===== src/rtl/capin_pkg.sv =====
package capin_pkg;
  localparam int CNT_W = 4;
  localparam int DIV_W = 5;

  typedef struct packed {
    logic             sampleEn;
    logic [CNT_W-1:0] needCnt;
  } ctrlStrobes_t;
endpackage


===== src/rtl/capin_ctrl.sv =====
module capin_ctrl
  import capin_pkg::*;
(
  input  logic         clk,
  input  logic         rstN,
  input  logic         baseTick,
  input  logic [3:0]   filtCode,
  output ctrlStrobes_t strobes
);
  logic [DIV_W-1:0] divCnt;
  logic [DIV_W-1:0] divMax;
  logic             timerRate;
  logic [2:0]       divExp;
  logic [CNT_W-1:0] need;

  always_comb begin
    timerRate = 1'b0;
    divExp    = 3'd1;
    need      = CNT_W'(1);
    unique case (filtCode)
      4'd0:  begin timerRate = 1'b1; need = CNT_W'(1); end
      4'd1:  begin timerRate = 1'b1; need = CNT_W'(2); end
      4'd2:  begin timerRate = 1'b1; need = CNT_W'(4); end
      4'd3:  begin timerRate = 1'b1; need = CNT_W'(8); end
      4'd4:  begin divExp = 3'd1; need = CNT_W'(6); end
      4'd5:  begin divExp = 3'd1; need = CNT_W'(8); end
      4'd6:  begin divExp = 3'd2; need = CNT_W'(6); end
      4'd7:  begin divExp = 3'd2; need = CNT_W'(8); end
      4'd8:  begin divExp = 3'd3; need = CNT_W'(6); end
      4'd9:  begin divExp = 3'd3; need = CNT_W'(8); end
      4'd10: begin divExp = 3'd4; need = CNT_W'(5); end
      4'd11: begin divExp = 3'd4; need = CNT_W'(6); end
      4'd12: begin divExp = 3'd4; need = CNT_W'(8); end
      4'd13: begin divExp = 3'd5; need = CNT_W'(5); end
      4'd14: begin divExp = 3'd5; need = CNT_W'(6); end
      default: begin divExp = 3'd5; need = CNT_W'(8); end
    endcase
    divMax = DIV_W'((32'd1 << divExp) - 32'd1);
  end

  always_ff @(posedge clk or negedge rstN) begin
    if (!rstN) begin
      divCnt <= '0;
    end else if (baseTick) begin
      divCnt <= (divCnt >= divMax) ? '0 : divCnt + 1'b1;
    end
  end

  always_comb begin
    strobes.needCnt  = need;
    strobes.sampleEn = timerRate | (baseTick & (divCnt >= divMax));
  end
endmodule


===== src/rtl/capin_datapath.sv =====
module capin_datapath
  import capin_pkg::*;
#(
  parameter int SYNC_STAGES = 2,
  parameter int PSC_W       = 2
) (
  input  logic             clk,
  input  logic             rstN,
  input  ctrlStrobes_t     strobes,
  input  logic [PSC_W-1:0] pscCode,
  input  logic             chEn,
  input  logic             rawIn,
  output logic             filtLevel,
  output logic             edgePulse,
  output logic             capStrobe
);
  localparam int PS_MAX = (1 << ((1 << PSC_W) - 1)) - 1;
  localparam int PS_W   = $clog2(PS_MAX + 1);

  logic [SYNC_STAGES-1:0] syncQ;
  logic                   sampleIn;

  genvar g;
  generate
    for (g = 0; g < SYNC_STAGES; g++) begin : gSync
      always_ff @(posedge clk or negedge rstN) begin
        if (!rstN) syncQ[g] <= 1'b0;
        else if (g == 0) syncQ[g] <= rawIn;
        else syncQ[g] <= syncQ[(g == 0) ? 0 : g-1];
      end
    end
  endgenerate
  assign sampleIn = syncQ[SYNC_STAGES-1];

  logic             cand, candNext;
  logic [CNT_W-1:0] runCnt, runNext;
  logic             levelNext, levelChg;

  always_comb begin
    candNext  = cand;
    runNext   = runCnt;
    levelNext = filtLevel;
    if (strobes.sampleEn) begin
      if (sampleIn == cand) begin
        runNext = (runCnt >= strobes.needCnt) ? runCnt : runCnt + 1'b1;
      end else begin
        candNext = sampleIn;
        runNext  = CNT_W'(1);
      end
      if (runNext >= strobes.needCnt) levelNext = candNext;
    end
    levelChg = levelNext != filtLevel;
  end

  always_ff @(posedge clk or negedge rstN) begin
    if (!rstN) begin
      cand      <= 1'b0;
      runCnt    <= '0;
      filtLevel <= 1'b0;
      edgePulse <= 1'b0;
    end else begin
      cand      <= candNext;
      runCnt    <= runNext;
      filtLevel <= levelNext;
      edgePulse <= levelChg;
    end
  end

  logic [PS_W-1:0] psCnt;
  logic [PS_W-1:0] psMask;
  assign psMask = PS_W'((32'd1 << pscCode) - 32'd1);

  always_ff @(posedge clk or negedge rstN) begin
    if (!rstN) begin
      psCnt     <= '0;
      capStrobe <= 1'b0;
    end else if (!chEn) begin
      psCnt     <= '0;
      capStrobe <= 1'b0;
    end else if (levelChg) begin
      if (psCnt >= psMask) begin
        psCnt     <= '0;
        capStrobe <= 1'b1;
      end else begin
        psCnt     <= psCnt + 1'b1;
        capStrobe <= 1'b0;
      end
    end else begin
      capStrobe <= 1'b0;
    end
  end
endmodule


===== src/rtl/cap_in_stage.sv =====
module cap_in_stage
  import capin_pkg::*;
(
  input  logic       clk,
  input  logic       rstN,
  input  logic       baseTick,
  input  logic [3:0] filtCode,
  input  logic [1:0] pscCode,
  input  logic       chEn,
  input  logic       rawIn,
  output logic       filtLevel,
  output logic       edgePulse,
  output logic       capStrobe
);
  ctrlStrobes_t strobes;

  capin_ctrl i_ctrl (
    .clk      (clk),
    .rstN     (rstN),
    .baseTick (baseTick),
    .filtCode (filtCode),
    .strobes  (strobes)
  );

  capin_datapath #(.SYNC_STAGES(2), .PSC_W(2)) i_dp (
    .clk       (clk),
    .rstN      (rstN),
    .strobes   (strobes),
    .pscCode   (pscCode),
    .chEn      (chEn),
    .rawIn     (rawIn),
    .filtLevel (filtLevel),
    .edgePulse (edgePulse),
    .capStrobe (capStrobe)
  );
endmodule


===== config.mk =====
export PLATFORM = sky130hd
export DESIGN_NAME = cap_in_stage
export DESIGN_NICKNAME = d
export VERILOG_FILES = /design/src/rtl/capin_pkg.sv /design/src/rtl/capin_ctrl.sv /design/src/rtl/capin_datapath.sv /design/src/rtl/cap_in_stage.sv
export SDC_FILE = /design/constraint.sdc
export NUM_CORES = 1
export LEC_CHECK = 0
export BUFFER_PORTS_ARGS = -buffer_cell sky130_fd_sc_hd__buf_4
export CAP_MARGIN = 5
export CORE_ASPECT_RATIO = 1.1
export CORE_MARGIN = 5
export CORE_UTILIZATION = 45
export DETAILED_ROUTE_END_ITERATION = 7
export GPL_TIMING_DRIVEN = 0
export PLACE_DENSITY_LB_ADDON = 0.3
export SYNTH_ARGS = -nofsm -noshare
export SYNTH_HDL_FRONTEND = slang
export SYNTH_SLANG_ARGS = --single-unit

===== constraint.sdc =====
create_clock -name clk -period 3 [get_ports clk]
set_clock_uncertainty 0.2 [all_clocks]
set_input_delay 0.15 -clock clk [delete_from_list [all_inputs] [get_ports clk]]
set_output_delay 0.15 -clock clk [all_outputs]
set_load 0.02 [all_outputs]

# == Word level (Yosys, flattened, before mapping) ==
# Index checks and enable logic that the tools add are counted.
# totals
elab_cells,63
output_inout_bits,3
reg_bits,18
in_bits,11
# classes
muxes,16
reduce_logical,8
magnitude_cmp,4
bitwise_logic,2
add_sub_neg,5
n_eq_ne,17
n_shift,2
# ops
op,n
$eq A4 B4 Y1 const B,7
$pmux W4 S5,1
$eq A4 B3 Y1 const B,4
$mux W4,3
$pmux W3 S4,1
$mux W3,3
$eq A4 B2 Y1 const B,2
$ge A4 B4 Y1,2
$mux W1,7
$reduce_or A2 Y1,3
$reduce_or A6 Y1,1
$add A5 B1 Y5 const B,1
$ge A5 B5 Y1,1
$mux W5,1
$reduce_or A5 Y1,1
$shl A1 B3 Y5 const A,1
$sub A5 B1 Y5 const B,1
$add A4 B1 Y4 const B,1
$eq A4 B1 Y1 const B,1
$logic_not A4 Y1,1
$reduce_or A4 Y1,1
$add A3 B1 Y3 const B,1
$ge A3 B3 Y1,1
$reduce_or A3 Y1,1
7 further kinds,7

# == Depth between registers and ports, before layout ==
# Gate-level depths: netlist of the first run.
# depth
ltp_word,15
depth_mapped,16
ltp_nobuf,15

# == Modules after synthesis ==
# Synthesis of the first run repeated with hierarchy kept, for this count alone.
# hier_totals
hier_cells,165
area_unflattened_um2,1462.7
# modules_own_cells
mod,area_per_inst_um2,cells_each,seq_area_each_um2,instances
capin_datapath,920.9,97,325.3,1
capin_ctrl,541.8,68,125.1,1

# == Worst setup path after synthesis of the first run ==
# OpenSTA, ideal clock, no wires.
# synth_path
kind,input port to flip-flop
startpoint,in filtCode[3]
endpoint,reg i_dp.filtLevel
n_path_buf,1
setup_time_ns,0.125
setup_slack_ns,-0.635
t_arrival_ns,3.310
required_time_ns,2.675
stages,14
path_cell_list,clkbuf_1 > nor2b_1 > mux2_2 > a221oi_1 > ha_1 > a2111oi_4 > o21ai_0 > a21boi_0 > ha_1 > nand2b_1 > a211o_1 > a21oi_1 > nor2_1 > mux2_2
# synth_between
elab_chain_len,10
word_cells_on_any_way,37
classes_between,add/sub: 1; order compare: 3; eq/ne: 14; shift: 1; mux: 8; bitwise: 2; reduce/logical: 8
# synth_rtl
element,line,source
from (decl),cap_in_stage.sv:7,"input logic [3:0] filtCode,"
$eq A4 B3 Y1 or $eq A4 B4 Y1 (tied branches),capin_ctrl.sv:20,unique case (filtCode)
$reduce_or A5 Y1 (no source line) or $reduce_or A2 Y1 (tied branches),--,
$pmux W4 S5,capin_ctrl.sv:20,
$ge A4 B4 Y1,capin_datapath.sv:45,runNext = (runCnt >= strobes.needCnt) ? runCnt : runCnt + 1'b1;
$mux W4,capin_datapath.sv:45,
$mux W4,capin_datapath.sv:44,if (sampleIn == cand) begin
$mux W4,capin_datapath.sv:43,if (strobes.sampleEn) begin
$ge A4 B4 Y1,capin_datapath.sv:50,if (runNext >= strobes.needCnt) levelNext = candNext;
$mux W1,capin_datapath.sv:50,
$mux W1 (*),capin_datapath.sv:43,
via i_dp.levelNext,capin_datapath.sv:37,"logic levelNext, levelChg;"
to (signal assigned),capin_datapath.sv:64,filtLevel <= levelNext;
to (decl),capin_datapath.sv:13,"output logic filtLevel,"
# The timed path passes the listed nets; every way through them passes the cells marked *. The select of a mux whose other input is x is not followed.
# A chain may end at the register's enable or synchronous reset.

# == Worst setup path after layout of the first run ==
# layout_path
startpoint,in filtCode[0]
endpoint,reg i_dp.filtLevel
# Same word-level chain as after synthesis.

==> flow_metrics.env, run 1 <==
export IMPL_power_density_nw_per_um2=717
export IMPL_portBuffers=10
export IMPL_first_pass_iters=4
export IMPL_dp_slack_ns=-0.824
export IMPL_maxSlewHeadroom_pct=53.5
export IMPL_ir_drop_mv=0.391
export IMPL_arrival_ns=3.31
export IMPL_synth_edf_count=0
export IMPL_netlist_area_um2=1490
export IMPL_numClockSinks=18
export IMPL_muxShareOfSynthArea_pct=3.54
export IMPL_overflow=0
export IMPL_synth_top_family_by_area="compound AO/OA/AOI/OAI gates"
export IMPL_place_congestion=0.805
export IMPL_final_antenna_net_count=0
export IMPL_reg2reg_from="i_dp.runCnt[0]"
export IMPL_violations="negative setup slack"
export IMPL_dp_hpwl_um=2280
export IMPL_p_leak_nw=0.891
export IMPL_yosysUniqueCellTypes=45
export IMPL_cts_tree="yes"
export IMPL_wl_per_cell_um=14.2
export IMPL_grt_pass1_vias=1312
export IMPL_r2r_end="i_dp.filtLevel"
export IMPL_nets=225
export IMPL_dr_first_iter_drc_count=76
export IMPL_drc=0
export IMPL_crit_required_ns=2.99
export IMPL_period_minus_slack_ns=3.32
export IMPL_period_share_pct=111
export IMPL_path_clk_slew_ns=0.10
export IMPL_synth_seq_cells=18
export IMPL_status="complete, but fails checks"
export IMPL_synthXorXnorAreaFrac_pct=2.95
export IMPL_layout_drive_gt1_share_pct=33.0
export IMPL_finalSetupViolations=6
export IMPL_syn_to_final_growth_pct=34.5
export IMPL_track_usage_pct=15.1
export IMPL_finalWorstSetupSlack_ns=-0.323
export IMPL_critical_path_class="in2reg"
export IMPL_synth_flop_cell="dfrtp_1"
export IMPL_via_count=1259
export IMPL_drt_total_wl_um=3190
export IMPL_synth_compound_area_share_pct=22.7
export IMPL_regToRegSetupSlack_ns=-0.25
export IMPL_drv_cap=0
export IMPL_h_tree_depth=1
export IMPL_drv_slew=0
export IMPL_initial_core_util_pct=47.9
export IMPL_yosys_area_share_simple_pct=16.8
export IMPL_die_area_um2=4550
export IMPL_tightestPinTransition_ns=0.696
export IMPL_cp_start_kind="input pin"
export IMPL_multiInputGateArea_um2=1150
export IMPL_die_y_um=70.3
export IMPL_yosysWarnings=0
export IMPL_diodes=0
export IMPL_rsz0062_at_grt="true"
export IMPL_die_w_um=64.8
export IMPL_total_power_mw=1.43
export IMPL_clock_latency_ns=0.29
export IMPL_worstSetupStartpoint="filtCode[0]"
export IMPL_hold_viol=0
export IMPL_antenna_found_initial=0
export IMPL_rows=21
export IMPL_final_util_pct=64.4
export IMPL_core_area_um2=3100
export IMPL_end_kind="flop"
export IMPL_grt_start_max_net_pins=19
export IMPL_regArea_um2=452
export IMPL_reg2reg_depth=12
export IMPL_hp_class="in2async"
export IMPL_postSynthAreaPerCell_um2=9.17
export IMPL_synthAdderAreaFrac_pct=18.5
export IMPL_syn_instance_count=162
export IMPL_synthArstFlopShare_pct=100
export IMPL_route_detailed_vias_per_inst=5.60
export IMPL_num_io_pins=14
export IMPL_seq_area_frac_synth_pct=30.3
export IMPL_cts_buffers=3
export IMPL_n_fill_cell=254
export IMPL_grt_pass1_wl_um=5550
export IMPL_clockBufferDepth=2
export IMPL_path_max_fanout=7
export IMPL_clockRootBuffer="clkbuf_4"
export IMPL_max_freq_mhz=301
export IMPL_worstSetupEndpoint="i_dp.filtLevel"
[metrics by stage]
stage               TNS [ns]  std cells  area, um2  hold WS [ns]
detailed placement     -4.46        207       1660        -0.168
global placement       -4.09        207       1660        -0.171
CTS                    -1.48        221       1880        0.0437
floorplan              -1.96        163       1540        -0.346
global route           -2.26        225       2000        0.0693
finish                 -1.39        225       2000        0.0570
[synthesized netlist by cell type, drive strengths merged (2+ instances only)]
| cell | count | area, um2 |
|---|---|---|
| ha | 22 | 275 |
| a2111oi | 2 | 36.3 |
| a21oi | 11 | 55.1 |
| a21boi | 3 | 22.5 |
| o21a | 2 | 15.0 |
| a21o | 2 | 15.0 |
| mux2 | 2 | 22.5 |
| nand3 | 6 | 30.0 |
| nor2 | 3 | 11.3 |
| xor2 | 2 | 17.5 |
| nor2b | 3 | 18.8 |
| dfrtp | 18 | 450 |
| or3 | 2 | 12.5 |
| o22ai | 4 | 25.0 |
| inv | 14 | 52.6 |
| nor3 | 2 | 15.0 |
| nand2 | 12 | 45.0 |
| nand2b | 8 | 57.6 |
| clkbuf | 5 | 20.0 |
| or2 | 3 | 18.8 |
| xnor2 | 3 | 26.3 |
| mux2i | 3 | 30.0 |
| a211oi | 2 | 15.0 |
| o21ai | 13 | 65.1 |
[metal layers]
metal | share of wire, % | GRT usage, % | vias up
li1 | - | - | 640
met3 | 3.0 | 1.92 | 2
met2 | 54 | 28.4 | 17
met1 | 43 | 16.4 | 600
met4 | 0.69 | 6.57 | 0
met5 | 0 | 0 | -
[worst min path at each step]
| stage | startpoint | endpoint | slack (ns) | depth (start not counted) |
|---|---|---|---|---|
| finish | rstN | i_ctrl.divCnt[4] | 0.06 | 2 |
| global route | rstN | i_ctrl.divCnt[2] | 0.07 | 2 |
| CTS | rstN | i_dp.edgePulse | 0.04 | 2 |
| detailed placement | rstN | i_dp.psCnt[1] | -0.17 | 1 |
| global placement | rstN | i_dp.runCnt[0] | -0.17 | 1 |
| floorplan | rstN | i_ctrl.divCnt[0] | -0.35 | 0 |
[sequential cells by signal, summed over array words and instances (netlist names)]
signal	cells
i_dp.runCnt	4
i_dp.sampleIn	1
i_dp.capStrobe	1
i_dp.edgePulse	1
i_dp.psCnt	3
i_dp.filtLevel	1
i_dp.cand	1
i_dp.syncQ	1
i_ctrl.divCnt	5
[critical path, stage by stage]
cell       delay, ns
buf_12          0.11
or3_4           0.38
a21oi_2         0.14
a31o_2          0.16
ha_4            0.21
nand2b_4        0.14
a2111oi_4       0.30
buf_6           0.19
o21ai_1         0.10
a21boi_0        0.22
ha_1            0.27
a211o_1         0.33
a21oi_4         0.23
nor2_2          0.07
mux2_4          0.31
[report_power, final]
part           switching, mW  leakage (nW)  internal (mW)
logic                  0.472         0.638          0.424
clock network         0.0720        0.0210         0.0740
registers             0.0805         0.232          0.310
total                  0.625         0.891          0.807
[timing repair]
item,CTS,global route
hold buffers,4,0
gates cloned,0,0
pin swaps,12,13
buffers inserted,7,4
hold endpoints to repair,25,0
gates resized for setup,18,21
endpoints found under the setup margin,6,10
[layout by cell type, fill, tap and decap left out, types with 3 or more instances in the layout]
cell           Yosys  layout
a21oi_1           11       8
dfrtp_1           18      17
dlygate4sd3_1      0       4
nand2_1           12      11
buf_4              0      20
o22ai_1            4       4
mux2i_1            3       3
ha_1              22      20
nand3_1            6       6
o21ai_0           12       9
clkbuf_4           0       3
inv_1             14      12
nand2b_1           7       6
[cell type report]
class	instances	share of cell area, %
sequential	18	22.6
timing repair buffer	25	10.1
inverter	14	2.82
clock buffer	4	1.82
tap	34	2.13
buffer	4	2.76
multi-input combinational	126	57.8
[kinds of logic (layout without fill, tap and decap cells)]
logic type               Yosys count  after routing
multiplexers                       5              5
flip-flops                        18             18
buffers and inverters             19             47
other                              1              2
XOR/XNOR                           5              5
adder cells (fa/ha/maj)           22             22
AO/OA/AOI/OAI                     48             48
AND/OR/NAND/NOR                   44             44
Note: power is estimated with default switching activity, not from simulation.
==> inputs of run 2 (changes only) <==
Settings changed: MAX_ROUTING_LAYER set to met4.
==> run 2 against run 1 <==
The flow still finishes with violations (negative setup slack); hold slack barely moved; die area stayed put; via count down 0.71%; utilization unchanged; register-to-register slack about the same; non-clock buffer count stayed put; cell count stayed put; first-iteration DRC count rose by 12%; fmax hardly changed.
==> flow_metrics.env, run 2 (synthesized netlist as in run 1, its figures left out) <==
export IMPL_worstSetupStartpoint="filtCode[0]"
export IMPL_arrival_ns=3.31
export IMPL_largest_register="i_ctrl.divCnt"
export IMPL_grt_pass1_wl_um=5550
export IMPL_p_leak_nw=0.891
export IMPL_route_detailed_vias_per_inst=5.56
export IMPL_antenna_found_initial=0
export IMPL_final_antenna_net_count=0
export IMPL_die_w_um=64.8
export IMPL_core_area_um2=3100
export IMPL_reg2reg_from="i_dp.runCnt[0]"
export IMPL_n_fill_cell=254
export IMPL_rsz0062_at_grt="true"
export IMPL_nets=225
export IMPL_max_freq_mhz=301
export IMPL_rows=21
export IMPL_cts_buffers=3
export IMPL_cp_top_family="compound AO/OA/AOI/OAI gates"
export IMPL_die_y_um=70.3
export IMPL_dr_first_iter_drc_count=85
export IMPL_critPathBufInv=2
export IMPL_power_density_nw_per_um2=717
export IMPL_dp_hpwl_um=2280
export IMPL_place_congestion=0.816
export IMPL_ir_drop_mv=0.391
export IMPL_critical_path_class="in2reg"
export IMPL_reg2reg_depth=12
export IMPL_hold_viol=0
export IMPL_overflow=0
export IMPL_wl_per_cell_um=14.1
export IMPL_crit_slowest_cell="or3_4"
export IMPL_period_minus_slack_ns=3.32
export IMPL_crit_chain="buf_12 -> or3_4 -> a21oi_2 -> a31o_2 -> ha_4 -> nand2b_4 -> a2111oi_4 -> buf_6 -> o21ai_1 -> a21boi_0 -> ha_1 -> a211o_1 -> a21oi_4 -> nor2_2 -> mux2_4"
export IMPL_path_max_fanout=7
export IMPL_finalSetupViolations=6
export IMPL_grt_pass1_vias=1312
export IMPL_finalWorstSetupSlack_ns=-0.321
export IMPL_period_share_pct=111
export IMPL_clock_latency_ns=0.29
export IMPL_h_tree_depth=1
export IMPL_initial_core_util_pct=47.9
export IMPL_drc=0
export IMPL_layout_drive_gt1_share_pct=33.0
export IMPL_numClockSinks=18
export IMPL_end_kind="flop"
export IMPL_clockBufferDepth=2
export IMPL_whs_ns=0.0573
export IMPL_max_stage_delay_ns=0.38
export IMPL_track_usage_pct=15.5
export IMPL_syn_to_final_growth_pct=34.5
export IMPL_diodes=0
export IMPL_path_clk_slew_ns=0.10
export IMPL_portBuffers=10
export IMPL_die_area_um2=4550
export IMPL_cts_tree="yes"
export IMPL_violations="negative setup slack"
export IMPL_status="complete, but fails checks"
export IMPL_first_pass_iters=4
export IMPL_drt_total_wl_um=3180
export IMPL_grt_start_max_net_pins=19
export IMPL_final_util_pct=64.4
export IMPL_crit_required_ns=2.99
export IMPL_largest_reg_flops=5
export IMPL_cp_start_kind="input pin"
export IMPL_top_regs="i_ctrl.divCnt (5), i_dp.runCnt (4), i_dp.psCnt (3)"
export IMPL_via_count=1250
export IMPL_clockRootBuffer="clkbuf_4"
export IMPL_regToRegSetupSlack_ns=-0.24
export IMPL_drv_slew=0
export IMPL_tightestPinTransition_ns=0.695
export IMPL_maxSlewHeadroom_pct=53.5
export IMPL_drv_cap=0
export IMPL_num_io_pins=14
export IMPL_r2r_end="i_dp.filtLevel"
export IMPL_hp_class="in2async"
export IMPL_mostFrequentLayoutCells="ha_1, buf_4, dfrtp_1"
==> run 2: worst reg2reg max path: stages (launching register included) <==
cell       delay, ns
dfrtp_2         0.48
inv_2           0.11
ha_4            0.19
nand2b_4        0.14
a2111oi_4       0.30
buf_6           0.19
o21ai_1         0.09
a21boi_0        0.22
ha_1            0.27
a211o_1         0.33
a21oi_4         0.23
nor2_2          0.07
mux2_4          0.31
==> run 2: through the flow <==
step / instances / power [mW] / area, um2 / setup WS, ns / TNS [ns]
after global placement: 207 / 1.00 / 1660 / -0.743 / -4.09
after detailed placement: 207 / 1.04 / 1660 / -0.824 / -4.46
after CTS: 221 / 1.35 / 1880 / -0.332 / -1.48
after global routing: 225 / 1.57 / 2000 / -0.460 / -2.26
final: 225 / 1.43 / 2000 / -0.321 / -1.37
after floorplan: 163 / 0.887 / 1540 / -0.376 / -1.96
==> run 2: how the worst max path moves through the flow <==
| stage | to | slack, ns | depth (start not counted) |
|---|---|---|---|
| floorplan | i_dp.filtLevel | -0.38 | 15 |
| global placement | i_dp.filtLevel | -0.74 | 15 |
| detailed placement | i_dp.psCnt[2] | -0.82 | 15 |
| CTS | i_dp.filtLevel | -0.33 | 16 |
| global route | i_dp.filtLevel | -0.46 | 14 |
| finish | i_dp.filtLevel | -0.32 | 15 |
==> run 2: metal layers <==
layer / vias up / wire length, um / track usage (%)
met5: - / 0 / -
li1: 640 / - / -
met4: 0 / 21 / 6.57
met2: 15 / 1700 / 28.4
met3: 2 / 87 / 1.76
met1: 593 / 1370 / 16.5
==> run 2: cell type report <==
cell class                 instances  area [um2]  share of cell area, %
multi-input combinational        126        1150                   57.8
sequential                        18         452                   22.6
timing repair buffer              25         201                   10.1
inverter                          14        56.3                   2.82
buffer                             4        55.1                   2.76
tap                               34        42.5                   2.13
clock buffer                       4        36.3                   1.82
==> run 2: power breakdown <==
part / switching, mW / internal (mW) / leakage (nW) / total [mW]
Sequential: 0.0804 / 0.310 / 0.232 / 0.390
Combinational: 0.472 / 0.424 / 0.638 / 0.895
Clock: 0.0720 / 0.0740 / 0.0210 / 0.146
Total: 0.624 / 0.807 / 0.891 / 1.43
==> run 2: what timing repair did <==
action	CTS	global route
resized for setup	18	21
buffers inserted	7	4
pin swaps	12	13
hold buffers	4	0
setup endpoints to repair	6	10
endpoints found under the hold margin	25	0
==> inputs of run 3 (changes only) <==
Clock period 3 ns to 3.92 ns, I/O delays scaled along.
==> run 3 against run 2 <==
The run now ends clean; clock power is 20% lower; utilization down 9.7 points; combinational power down 45%; cell area down 15%; worst setup slack better by 0.64 ns; via count decreased by 4.8%; highest routed layer unchanged.
==> flow_metrics.env, run 3 (synthesized netlist as in run 1, its figures left out) <==
export IMPL_die_area_um2=4550
export IMPL_grt_start_max_net_pins=19
export IMPL_largest_register="i_ctrl.divCnt"
export IMPL_status="complete, no violations"
export IMPL_crit_required_ns=3.92
export IMPL_overflow=0
export IMPL_rsz0062_at_grt="false"
export IMPL_end_kind="flop"
export IMPL_die_w_um=64.8
export IMPL_place_congestion=0.775
export IMPL_reg2reg_depth=12
export IMPL_max_freq_mhz=277
export IMPL_reg2reg_from="i_dp.runCnt[0]"
export IMPL_nets=214
export IMPL_final_antenna_net_count=0
export IMPL_r2r_end="i_dp.filtLevel"
export IMPL_first_pass_iters=4
export IMPL_portBuffers=10
export IMPL_cts_setup_buffers=0
export IMPL_total_power_uw=894
export IMPL_hp_class="in2async"
export IMPL_finalSetupViolations=0
export IMPL_cts_buffers=3
export IMPL_dpl_cell_area_um2=1610
export IMPL_final_common_cell="ha_1"
export IMPL_period_share_pct=91.9
export IMPL_grt_pass1_wl_um=4640
export IMPL_h_tree_depth=1
export IMPL_critical_path_class="in2reg"
export IMPL_route_detailed_vias_per_inst=5.56
export IMPL_via_count=1190
export IMPL_cts_tree="yes"
export IMPL_rows=21
export IMPL_stdcell_area_um2=1700
export IMPL_path_clk_slew_ns=0.10
export IMPL_layout_drive_gt1_share_pct=16.1
export IMPL_syn_to_final_growth_pct=14.2
export IMPL_power_density_nw_per_um2=527
export IMPL_top_regs="i_ctrl.divCnt (5), i_dp.runCnt (4), i_dp.psCnt (3)"
export IMPL_grt_pass1_vias=1139
export IMPL_mostFrequentLayoutCells="ha_1, dfrtp_1, inv_1"
export IMPL_dp_hpwl_um=2220
export IMPL_hold_viol=0
export IMPL_initial_core_util_pct=47.9
export IMPL_clock_latency_ns=0.30
export IMPL_drt_total_wl_um=2710
export IMPL_wl_per_cell_um=12.7
export IMPL_track_usage_pct=13.1
export IMPL_core_area_um2=3100
export IMPL_p_leak_nw=0.778
export IMPL_drv_cap=0
export IMPL_numClockSinks=18
export IMPL_cp_start_kind="input pin"
export IMPL_period_minus_slack_ns=3.60
export IMPL_ir_drop_mv=0.319
export IMPL_die_y_um=70.3
export IMPL_regToRegSetupSlack_ns=0.51
export IMPL_clockRootBuffer="clkbuf_4"
export IMPL_drc=0
export IMPL_antenna_found_initial=0
export IMPL_path_max_fanout=8
export IMPL_dr_first_iter_drc_count=43
export IMPL_drv_slew=0
export IMPL_diodes=0
export IMPL_clockBufferDepth=2
export IMPL_largest_reg_flops=5
export IMPL_arrival_ns=3.60
export IMPL_num_io_pins=14
## run 3: cell types whose count changed in the layout (fill, tap and decap cells not counted), sizes merged
cell,before,now
inv,13,14
buf,22,10
clkbuf,7,8
clkinvlp,1,0
## run 3: how the worst max path moves through the flow
stage / startpoint / end / cells after the start
2_1_floorplan: filtCode[3] / i_dp.filtLevel / 14
3_3_place_gp: filtCode[2] / i_dp.filtLevel / 15
3_5_place_dp: filtCode[2] / i_dp.filtLevel / 15
4_1_cts: filtCode[2] / i_dp.filtLevel / 15
5_1_grt: filtCode[3] / i_dp.filtLevel / 14
6_report: filtCode[0] / i_dp.filtLevel / 15
## run 3: repair_timing
item | 4_1_cts | 5_1_grt
hold buffers | 4 | 0
resized for setup | 0 | 4
setup endpoints to repair | 0 | 6
hold endpoints to repair | 24 | 0
## run 3: metal layers
metal / routed length (um) / share of wire (%) / track usage, % / up-vias
met5: 0 / 0 / - / -
met4: 36 / 1.3 / 5.63 / 0
met3: 69 / 2.5 / 1.12 / 4
met2: 1370 / 51 / 22.6 / 13
met1: 1230 / 46 / 15.3 / 551
li1: - / - / - / 622
## run 3: critical path, stage by stage
cell,delay (ns)
clkbuf_1,0.17
or3_1,0.40
a21oi_1,0.17
a31o_2,0.14
ha_1,0.22
nand2b_4,0.15
a2111oi_4,0.44
o21ai_0,0.19
a21boi_0,0.25
ha_1,0.27
nand2b_1,0.14
a211o_1,0.30
a21oi_2,0.21
nor2_1,0.07
mux2_2,0.28
## run 3: layout make-up
| type | count | area, um2 |
|---|---|---|
| plain buffers | 4 | 16.3 |
| clock buffers | 4 | 36.3 |
| fillers | 287 | 1410 |
| inverters | 14 | 52.6 |
| multi-input cells | 126 | 982 |
| flip-flops and latches | 18 | 450 |
| well taps | 34 | 42.5 |
| repair buffers | 14 | 115 |
## run 3: power breakdown
part | internal [mW] | switching [mW]
sequential | 0.236 | 0.0501
clock | 0.0567 | 0.0603
combinational | 0.223 | 0.268
## run 3: metrics by stage
step | hold WS (ns) | setup TNS (ns) | cells | setup WS [ns] | utilization [%]
finish | 0.0838 | 0 | 214 | 0.316 | 54.7
global route | 0.115 | 0 | 214 | 0.0559 | 54.7
CTS | 0.0848 | 0 | 215 | 0.00198 | 54.3
detailed placement | -0.122 | -1.55 | 207 | -0.322 | 51.8
global placement | -0.125 | -0.998 | 207 | -0.233 | 51.8
floorplan | -0.300 | 0 | 163 | 0.239 | -
